**config.mk**
```make
export PLATFORM = sky130hd
export DESIGN_NAME = hx_xfer_unit
export DESIGN_NICKNAME = d
export VERILOG_FILES = /design/src/rtl/hx_pkg.sv /design/src/rtl/hx_decode.sv /design/src/rtl/hx_agen.sv /design/src/rtl/hx_extend.sv /design/src/rtl/hx_xfer_unit.sv
export SDC_FILE = /design/constraint.sdc
export NUM_CORES = 1
export LEC_CHECK = 0
export BUFFER_PORTS_ARGS = -buffer_cell sky130_fd_sc_hd__buf_2
export CAP_MARGIN = 0
export CORE_MARGIN = 5
export CORE_UTILIZATION = 30
export CTS_CLUSTER_DIAMETER = 120
export DETAILED_ROUTE_END_ITERATION = 6
export PLACE_DENSITY = 0.54
export SKIP_CTS_REPAIR_TIMING = 1
export SLEW_MARGIN = 10
export SYNTH_ARGS = -nofsm -noshare
export SYNTH_HDL_FRONTEND = slang
export SYNTH_SLANG_ARGS = --single-unit
```
**constraint.sdc**
```tcl
create_clock -name clk -period 1.5 [get_ports clk]
set_clock_uncertainty 0.2 [all_clocks]
set_input_delay 0.075 -clock clk [delete_from_list [all_inputs] [get_ports clk]]
set_output_delay 0.075 -clock clk [all_outputs]
set_load 0.005 [all_outputs]
```
**src/rtl/hx_pkg.sv**
```systemverilog
package hx_pkg;
   typedef struct packed {
      logic       legal;
      logic       pre;
      logic       up;
      logic       imm;
      logic       wback;
      logic       load;
      logic       sgn;
      logic       half;
      logic [3:0] rn;
      logic [3:0] rd;
      logic [7:0] imm8;
   } hx_dec_t;

   localparam logic SZ_BYTE = 1'b0;
   localparam logic SZ_HALF = 1'b1;
endpackage

```
**src/rtl/hx_decode.sv**
```systemverilog
module hx_decode
   import hx_pkg::*;
(
   input  logic [31:0] instr,
   output hx_dec_t     dec
);
   logic fmt_ok;
   logic kind_ok;

   always_comb begin
      // class bits and the two fixed ones around the sub-opcode
      fmt_ok  = (instr[27:25] == 3'b000) && instr[7] && instr[4];
      // 00 is not a transfer; signed kinds exist only as loads
      kind_ok = (instr[6:5] != 2'b00) && !(instr[6] && !instr[20]);
      dec.legal = fmt_ok && kind_ok;
      dec.pre   = instr[24];
      dec.up    = instr[23];
      dec.imm   = instr[22];
      dec.wback = instr[21];
      dec.load  = instr[20];
      dec.rn    = instr[19:16];
      dec.rd    = instr[15:12];
      dec.sgn   = instr[6];
      dec.half  = instr[5];
      dec.imm8  = {instr[11:8], instr[3:0]};
   end
endmodule

```
**src/rtl/hx_agen.sv**
```systemverilog
module hx_agen #(
   parameter int DW = 32
) (
   input  logic [DW-1:0] base,
   input  logic [DW-1:0] roff,
   input  logic [7:0]    imm8,
   input  logic          use_imm,
   input  logic          up,
   input  logic          pre,
   output logic [DW-1:0] acc_addr,
   output logic [DW-1:0] new_base
);
   localparam int PADW = DW - 8;

   logic [DW-1:0] off;

   always_comb begin
      off      = use_imm ? {{PADW{1'b0}}, imm8} : roff;
      new_base = up ? base + off : base - off;
      acc_addr = pre ? new_base : base;
   end
endmodule

```
**src/rtl/hx_extend.sv**
```systemverilog
module hx_extend #(
   parameter int DW = 32
) (
   input  logic [DW-1:0] raw,
   input  logic          sgn,
   input  logic          half,
   output logic [DW-1:0] ext
);
   localparam int HUP = DW - 16;
   localparam int BUP = DW - 8;

   logic hfill;
   logic bfill;

   always_comb begin
      hfill = sgn & raw[15];
      bfill = sgn & raw[7];
      if (half) ext = {{HUP{hfill}}, raw[15:0]};
      else      ext = {{BUP{bfill}}, raw[7:0]};
   end
endmodule

```
**src/rtl/hx_xfer_unit.sv**
```systemverilog
module hx_xfer_unit
   import hx_pkg::*;
#(
   parameter int DW      = 32,
   parameter bit OUT_REG = 1'b1
) (
   input  logic          clk,
   input  logic          rst_n,
   input  logic          valid_i,
   input  logic          cond_pass_i,
   input  logic [31:0]   instr_i,
   input  logic [DW-1:0] base_i,
   input  logic [DW-1:0] offs_i,
   input  logic [DW-1:0] sdata_i,
   output logic          mem_req_o,
   output logic          mem_we_o,
   output logic          mem_size_o,
   output logic [DW-1:0] mem_addr_o,
   output logic [DW-1:0] mem_wdata_o,
   input  logic [DW-1:0] mem_rdata_i,
   output logic          dst_we_o,
   output logic [3:0]    dst_idx_o,
   output logic [DW-1:0] dst_data_o,
   output logic          bas_we_o,
   output logic [3:0]    bas_idx_o,
   output logic [DW-1:0] bas_data_o
);
   localparam int WUP = DW - 16;

   if (DW < 16) begin : g_bad_width
      $error("hx_xfer_unit: DW must be at least 16");
   end

   hx_dec_t       dec;
   logic [DW-1:0] acc_addr;
   logic [DW-1:0] new_base;
   logic          fire;

   hx_decode u_dec (.instr(instr_i), .dec(dec));

   hx_agen #(.DW(DW)) u_agen (
      .base(base_i), .roff(offs_i), .imm8(dec.imm8), .use_imm(dec.imm),
      .up(dec.up), .pre(dec.pre), .acc_addr(acc_addr), .new_base(new_base)
   );

   assign fire = valid_i && cond_pass_i && dec.legal;

   // access stage
   logic          req_q, we_q, size_q, sgn_q, wbb_q;
   logic [DW-1:0] addr_q, wdata_q, nb_q;
   logic [3:0]    rd_q, rn_q;

   always_ff @(posedge clk or negedge rst_n) begin
      if (!rst_n) begin
         req_q   <= 1'b0;
         we_q    <= 1'b0;
         size_q  <= SZ_BYTE;
         sgn_q   <= 1'b0;
         wbb_q   <= 1'b0;
         addr_q  <= '0;
         wdata_q <= '0;
         nb_q    <= '0;
         rd_q    <= '0;
         rn_q    <= '0;
      end else begin
         req_q <= fire;
         if (fire) begin
            we_q    <= !dec.load;
            size_q  <= dec.half ? SZ_HALF : SZ_BYTE;
            sgn_q   <= dec.sgn;
            wbb_q   <= !dec.pre || dec.wback;
            addr_q  <= acc_addr;
            wdata_q <= {{WUP{1'b0}}, sdata_i[15:0]};
            nb_q    <= new_base;
            rd_q    <= dec.rd;
            rn_q    <= dec.rn;
         end
      end
   end

   assign mem_req_o   = req_q;
   assign mem_we_o    = req_q && we_q;
   assign mem_size_o  = size_q;
   assign mem_addr_o  = addr_q;
   assign mem_wdata_o = wdata_q;

   // write-back stage
   logic [DW-1:0] ext;
   logic          dwe_n, bwe_n;

   hx_extend #(.DW(DW)) u_ext (
      .raw(mem_rdata_i), .sgn(sgn_q), .half(size_q), .ext(ext)
   );

   always_comb begin
      dwe_n = req_q && !we_q;
      // loaded data wins a clash of destination and base
      bwe_n = req_q && wbb_q && !(dwe_n && (rd_q == rn_q));
   end

   if (OUT_REG) begin : g_wb_reg
      always_ff @(posedge clk or negedge rst_n) begin
         if (!rst_n) begin
            dst_we_o   <= 1'b0;
            dst_idx_o  <= '0;
            dst_data_o <= '0;
            bas_we_o   <= 1'b0;
            bas_idx_o  <= '0;
            bas_data_o <= '0;
         end else begin
            dst_we_o   <= dwe_n;
            dst_idx_o  <= rd_q;
            dst_data_o <= ext;
            bas_we_o   <= bwe_n;
            bas_idx_o  <= rn_q;
            bas_data_o <= nb_q;
         end
      end
   end else begin : g_wb_comb
      always_comb begin
         dst_we_o   = dwe_n;
         dst_idx_o  = rd_q;
         dst_data_o = ext;
         bas_we_o   = bwe_n;
         bas_idx_o  = rn_q;
         bas_data_o = nb_q;
      end
   end

   // assertions
   p_req_after_pass_r11: assert property (@(posedge clk) disable iff (!rst_n)
      mem_req_o |-> $past(valid_i && cond_pass_i));

   p_fail_no_req_r9: assert property (@(posedge clk) disable iff (!rst_n)
      (valid_i && !cond_pass_i) |=> !mem_req_o);

   p_store_is_half_r8: assert property (@(posedge clk) disable iff (!rst_n)
      mem_we_o |-> (mem_size_o == SZ_HALF));

   p_single_writer_r10: assert property (@(posedge clk) disable iff (!rst_n)
      (dst_we_o && bas_we_o) |-> (dst_idx_o != bas_idx_o));

   if (OUT_REG) begin : g_lat_chk
      p_wb_after_read_r11: assert property (@(posedge clk) disable iff (!rst_n)
         dst_we_o |-> $past(mem_req_o && !mem_we_o));
   end
endmodule

```
==> impl_metrics.py, run 1 <==
metrics = {
    "detailed_routing": {
        "first_pass_iters": 5,
        "vias": 8677,
        "drcViolationCount": 0,
        "ant_nets": 0,
        "wl_per_cell_um": 16.05,
        "drt-vias-per-instance": 4.628,
        "wl_um": 30090,
        "drt_iter0_drc": 354,
    },
    "placed_design": {
        "port-buffer-count": 252,
        "gp_congestion": 0.8647,
        "hpwlAfterDp_um": 22980,
    },
    "sta": {
        "fin_ws_ns": -1.720,
        "relSlewSlack": 0.5823,
        "hold_viol": 35,
        "slew_violations": 0,
        "setup_viol": 62,
        "holdWs_ns": -0.05114,
        "rsz0062_at_grt": "true",
        "layout_min_cycle_time_ns": 3.220,
        "fmax_mhz": 310.6,
        "worstMarginPinSlew_ns": 0.6185,
        "fin_crit_sh": 2.147,
    },
    "critical_path": {
        "cp_max_fo": 4,
        "crit_path_start": "offs_i[19]",
        "worstPathArrival_ns": 3.37,
        "cp-end-kind": "flop",
        "reg2regPathDepth": 3,
        "r2r_end": "bas_we_o$_DFF_PN0_",
        "critical_path_required_ns": 1.65,
        "worstSetupPathType": "in -> reg",
        "worstSetupStartpointType": "primary input",
        "timing.rr.start": "rn_q[1]$_DFFE_PN0P_",
        "regToRegSetupSlack_ns": 0.18,
        "cp-endpoint": "mem_addr_o[28]$_DFFE_PN0P_",
    },
    "yosys": {
        "synth_top_area_cell": "dfrtp_1",
        "synthCells": 928,
        "synth-async-reset-ratio": 1.000,
        "synth_area_leaders": "dfrtp_1 (44%), nand2_1 (8.5%), ha_1 (5.7%)",
        "syn_area_um2": 8602,
        "synth_cell_types": 79,
        "synth_top_area_share": 0.4422,
        "synth_edf_count": 0,
        "synth_seq_cells": 152,
        "synth_area_per_cell_um2": 9.269,
        "synth.yosys.warnings": 0,
        "ys_seq_area_frac": 0.4422,
        "synth_flop_cell": "dfrtp_1",
    },
    "global_routing": {
        "grt_overflow": 0,
        "grt_pass1_wl_um": 42300,
        "track_usage": 0.1681,
        "antenna_found_initial": 3,
        "grt_pass1_vias": 7920,
        "grt_start_max_net_pins": 45,
    },
    "die": {
        "io_pins": 305,
        "rows": 62,
        "start_util": 0.3021,
        "die-area_um2": 32160,
        "die_h_um": 179.3,
        "die_w_um": 179.3,
        "core_area_um2": 28470,
    },
    "power_and_ir_drop": {
        "power.density_nw_per_um2": 957.5,
        "peakVddDrop_v": 0.0006683,
        "p_leak_nw": 7.598,
        "p_total_mw": 14.27,
    },
    "cts": {
        "tritoncts": "yes",
        "clockBufferDepth": 2,
        "clock_latency_ns": 0.42,
        "clkSinkCount": 152,
        "htree_num_levels": 4,
        "path_clk_slew_ns": 0.06,
        "cts_inserted_buffers": 17,
        "ctsRootBufferMaster": "clkbuf_16",
    },
    "cells_and_area": {
        "finish.utilization": 0.5234,
        "area_growth_pct": 73.24,
        "post_route_cells_drive_above_1_share": 0.4936,
        "fillers": 2583,
        "final_nets": 1682,
        "antenna_cells": 0,
    },
    "outcome": {
        "violations": "hold timing, setup timing",
        "outcome": "finished with violations",
    },
    "min_path": {
        "hp-class": "in -> async",
    },
    "run": {
        "max-cap-violations": 0,
    },
}
==> metrics by stage <==
stage | instances | area [um2] | hold slack, ns | worst slack, ns | TNS [ns]
finish | 1875 | 14900 | -0.05114 | -1.720 | -76.78
global route | 1875 | 14900 | -0.04425 | -1.860 | -85.71
CTS | 1776 | 12780 | -0.6105 | -2.016 | -92.84
detailed placement | 1744 | 12170 | -0.1438 | -2.463 | -126.25
global placement | 1744 | 12170 | -0.1473 | -2.421 | -123.11
floorplan | 943 | 8957 | -0.4206 | -2.055 | -94.39
==> how the worst min path moves through the flow <==
stage,endpoint,cells after the start,from,slack [ns]
after floorplan,bas_data_o[0]$_DFF_PN0_,0,rst_n,-0.42
after global placement,mem_addr_o[23]$_DFFE_PN0P_,1,rst_n,-0.15
after detailed placement,mem_addr_o[23]$_DFFE_PN0P_,1,rst_n,-0.14
after CTS,mem_addr_o[23]$_DFFE_PN0P_,1,rst_n,-0.61
after global routing,nb_q[29]$_DFFE_PN0P_,2,rst_n,-0.04
final,nb_q[29]$_DFFE_PN0P_,2,rst_n,-0.05
==> area by class of cell <==
type	count	area (um2)	area share
Sequential cell	152	3804	0.2552
Timing Repair Buffer	586	4313	0.2894
Clock buffer	19	432.9	0.02905
Multi-Input combinational cell	711	5650	0.3792
Clock inverter	13	181.4	0.01217
Tap cell	384	480.5	0.03224
Inverter	10	40.04	0.002687
==> power breakdown <==
group          switching, mW  internal [mW]
clock network           1.79           2.68
logic                   2.40           2.67
registers              0.213           4.52
==> cells by family (layout without fill, tap and decap cells) <==
logic type               count (synthesis)  in the layout  synth area share
AO/OA/AOI/OAI                          204            204            0.1571
XOR/XNOR                                50             50           0.05178
adder cells (fa/ha/maj)                 40             40           0.05905
buffers and inverters                   80            628           0.05353
flip-flops                             152            152            0.4422
multiplexers                            38             38           0.04538
other                                    1             16         0.0004359
AND/OR/NAND/NOR                        363            363            0.1905
==> cell usage in the layout, fill, tap and decap left out, types with 7 or more instances in the layout <==
| master | Yosys | routed |
|---|---|---|
| dfrtp_1 | 152 | 152 |
| xor2_1 | 14 | 7 |
| nand2_1 | 195 | 181 |
| o21ai_1 | 6 | 36 |
| nand3_1 | 17 | 15 |
| nor2_4 | 0 | 9 |
| xnor2_2 | 1 | 15 |
| nor2b_1 | 12 | 9 |
| conb_1 | 1 | 16 |
| xnor2_1 | 35 | 18 |
| a21oi_1 | 52 | 28 |
| nor3b_1 | 11 | 8 |
| mux2i_1 | 30 | 28 |
| buf_4 | 31 | 219 |
| dlygate4sd3_1 | 0 | 75 |
| nand2_2 | 0 | 10 |
| buf_6 | 2 | 33 |
| nor2_1 | 71 | 48 |
| buf_2 | 7 | 242 |
| ha_4 | 0 | 11 |
| ha_1 | 39 | 28 |
| inv_1 | 10 | 8 |
| buf_12 | 0 | 14 |
| a21o_1 | 17 | 17 |
| nor2_2 | 0 | 14 |
| nand4_1 | 8 | 8 |
| clkbuf_16 | 0 | 18 |
| o21ai_0 | 59 | 14 |
| a21oi_2 | 1 | 19 |
| o21ai_2 | 1 | 11 |
| a31oi_1 | 8 | 7 |
| o21a_1 | 10 | 9 |
==> Yosys cell counts (11+ instances only) <==
cell type and instances:
a21o_1 17, nand3_1 17, o21ai_0 59, nor3b_1 11, nand2_1 195, nor2_1 71
xor2_1 14, mux2i_1 30, ha_1 39, buf_4 31, nor2b_1 12, xnor2_1 35
dfrtp_1 152, clkbuf_1 23, a21oi_1 52
==> worst max-delay path: stages <==
cell      delay (ns)
buf_6           0.09
or4_4           0.53
o41ai_2         0.29
and4b_4         0.30
buf_4           0.12
a21oi_1         0.06
a311oi_2        0.38
ha_4            0.23
buf_4           0.12
a21oi_1         0.06
nor2_1          0.15
nor2_2          0.07
a21oi_2         0.18
o21ai_2         0.09
or4b_4          0.54
nand3_2         0.07
==> layer usage <==
metal,vias up,GRT usage,routed length [um]
met2,274,0.2799,14450
met1,4079,0.2239,13130
met4,6,0.04633,546
met3,39,0.03378,1934
met5,-,0,28
li1,4279,-,-
==> sequential cells by signal, indices dropped and copies added, names as in the netlist <==
name and flops:
rd_q 4, mem_req_o 1, nb_q 32, dst_data_o 17, dst_we_o 1, mem_addr_o 32, wbb_q 1, dst_idx_o 4
mem_size_o 1, we_q 1, bas_idx_o 4, mem_wdata_o 16, sgn_q 1, bas_we_o 1, rn_q 4, bas_data_o 32
(Power assumes the default switching activity.)
==> inputs of run 2 (changes only) <==
- SKIP_CTS_REPAIR_TIMING: 1 -> default
==> impl_metrics.py, run 2 (synthesis results as in run 1) <==
metrics = {
    "min_path": {
        "worstHoldStart": "instr_i[26]",
        "hp-class": "in -> reg",
    },
    "cells_and_area": {
        "post_route_cells_drive_above_1_share": 0.4890,
        "area_growth_pct": 73.19,
        "finish.utilization": 0.5233,
        "final_nets": 1696,
        "finalNonFillerCells": 1889,
        "antenna_cells": 0,
        "layout_commonest_cell": "buf_2",
        "final_cell_mix": "buf_2 (242), buf_4 (227), nand2_1 (181)",
    },
    "critical_path": {
        "worstSetupStartpointType": "primary input",
        "crit_path_top_delay_cell": "or4_4",
        "worstSetupPathType": "in -> reg",
        "path_buf_inv": 4,
        "path_cells": "buf_6 -> or4_4 -> o41ai_2 -> and4b_4 -> nor2_4 -> nor2_4 -> buf_6 -> a311oi_1 -> buf_4 -> ha_4 -> buf_4 -> a21oi_1 -> nor2_1 -> nor2_2 -> a21oi_2 -> o21ai_1 -> or4b_4 -> nand3_2",
        "worstPathArrival_ns": 3.42,
        "timing.rr.start": "rn_q[1]$_DFFE_PN0P_",
        "path_delay_family": "simple AND/OR/NAND/NOR gates",
        "cp-end-kind": "flop",
        "regToRegSetupSlack_ns": 0.18,
        "critical_path_required_ns": 1.65,
        "cp_max_fo": 4,
        "crit_path_start": "offs_i[14]",
        "cp_slowest_stage_delay_ns": 0.52,
    },
    "run": {
        "max-cap-violations": 0,
    },
    "placed_design": {
        "hpwlAfterDp_um": 22980,
        "numPlacedInstances": 1744,
        "gp_congestion": 0.8647,
        "dp_slack_ns": -2.463,
        "port-buffer-count": 252,
    },
    "outcome": {
        "outcome": "finished with violations",
        "violations": "hold timing, setup timing",
    },
    "global_routing": {
        "grt_pass1_wl_um": 46440,
        "antenna_found_initial": 3,
        "grt_overflow": 0,
        "grt_pass1_vias": 8755,
        "grt_start_max_net_pins": 45,
        "track_usage": 0.1830,
    },
    "cts": {
        "path_clk_slew_ns": 0.06,
        "htree_num_levels": 4,
        "clkSinkCount": 152,
        "cts_inserted_buffers": 17,
        "clock_latency_ns": 0.43,
        "clockBufferDepth": 2,
        "ctsRootBufferMaster": "clkbuf_16",
        "tritoncts": "yes",
    },
    "detailed_routing": {
        "wl_per_cell_um": 16.01,
        "drt-vias-per-instance": 4.612,
        "wl_um": 30250,
        "first_pass_iters": 5,
        "vias": 8712,
        "drcViolationCount": 0,
        "ant_nets": 0,
        "drt_iter0_drc": 283,
    },
    "sta": {
        "rsz0062_at_grt": "true",
        "fin_ws_ns": -1.764,
        "hold_viol": 1,
        "setup_viol": 61,
        "fin_crit_sh": 2.176,
        "holdWs_ns": -0.01821,
        "slew_violations": 0,
        "finalSetupTns_ns": -78.77,
        "relSlewSlack": 0.5901,
        "fmax_mhz": 306.4,
        "layout_min_cycle_time_ns": 3.264,
        "worstMarginPinSlew_ns": 0.6069,
    },
    "power_and_ir_drop": {
        "p_leak_nw": 7.626,
        "peakVddDrop_v": 0.0006754,
        "power.density_nw_per_um2": 962.2,
    },
    "die": {
        "io_pins": 305,
        "die_w_um": 179.3,
        "start_util": 0.3021,
        "die_h_um": 179.3,
        "core_area_um2": 28470,
        "rows": 62,
        "die-area_um2": 32160,
    },
}
-- run 2: where the power goes --
group / internal [mW] / leakage, nW / total [mW] / switching, mW
Sequential: 4.52 / 2.06 / 4.73 / 0.213
Clock: 2.68 / 0.298 / 4.47 / 1.80
Combinational: 2.72 / 5.27 / 5.13 / 2.41
Total: 9.91 / 7.63 / 14.3 / 4.42
-- run 2: timing repair --
action                                 4_1_cts  5_1_grt
buffers inserted                            30       13
pin swaps                                   83       76
resized for setup                          136       84
gates cloned                                 1        0
endpoints found under the hold margin      230        0
hold buffers                                77        0
setup endpoints to repair                   62      174
-- run 2: layer usage --
| metal | vias to the layer above | global-route usage | share of wire |
|---|---|---|---|
| met3 | 41 | 0.03777 | 0.064 |
| met1 | 4110 | 0.2327 | 0.43 |
| met4 | 6 | 0.05014 | 0.017 |
| li1 | 4304 | - | - |
| met2 | 251 | 0.3173 | 0.48 |
| met5 | - | 0 | 0.00093 |
-- run 2: through the flow --
| stage | cell area, um2 | power [mW] | hold WS (ns) |
|---|---|---|---|
| after global placement | 12170 | 8.720 | -0.1473 |
| final | 14900 | 14.34 | -0.01821 |
| after global routing | 14900 | 15.11 | 0.05913 |
| after floorplan | 8957 | 6.662 | -0.4206 |
| after CTS | 14430 | 14.08 | -0.02290 |
| after detailed placement | 12170 | 8.764 | -0.1438 |
-- run 2: worst reg2reg max path: stages, from the launching register on --
cell and delay, ns:
dfrtp_1 0.40, xnor2_1 0.18, nand3_1 0.13, o311a_1 0.30
-- run 2: final timing paths --
check                                        endpoint  cells after the start
max                        mem_addr_o[28]$_DFFE_PN0P_                     18
min                                 sgn_q$_DFFE_PN0P_                      6
max reg2reg                        bas_we_o$_DFF_PN0_                      3
min reg2reg                   bas_data_o[7]$_DFF_PN0_                      0
max in group asynchronous     dst_data_o[9]$_DFF_PN0_                      4
min in group asynchronous  mem_addr_o[30]$_DFFE_PN0P_                      3
-- run 2: cell type report --
class	count	area (um2)
clock buffer	19	432.9
fill	2553	13570
clock inverter	13	181.4
timing repair buffer	600	4462
sequential	152	3804
multi-input combinational	711	5500
inverter	10	37.54
tap	384	480.5
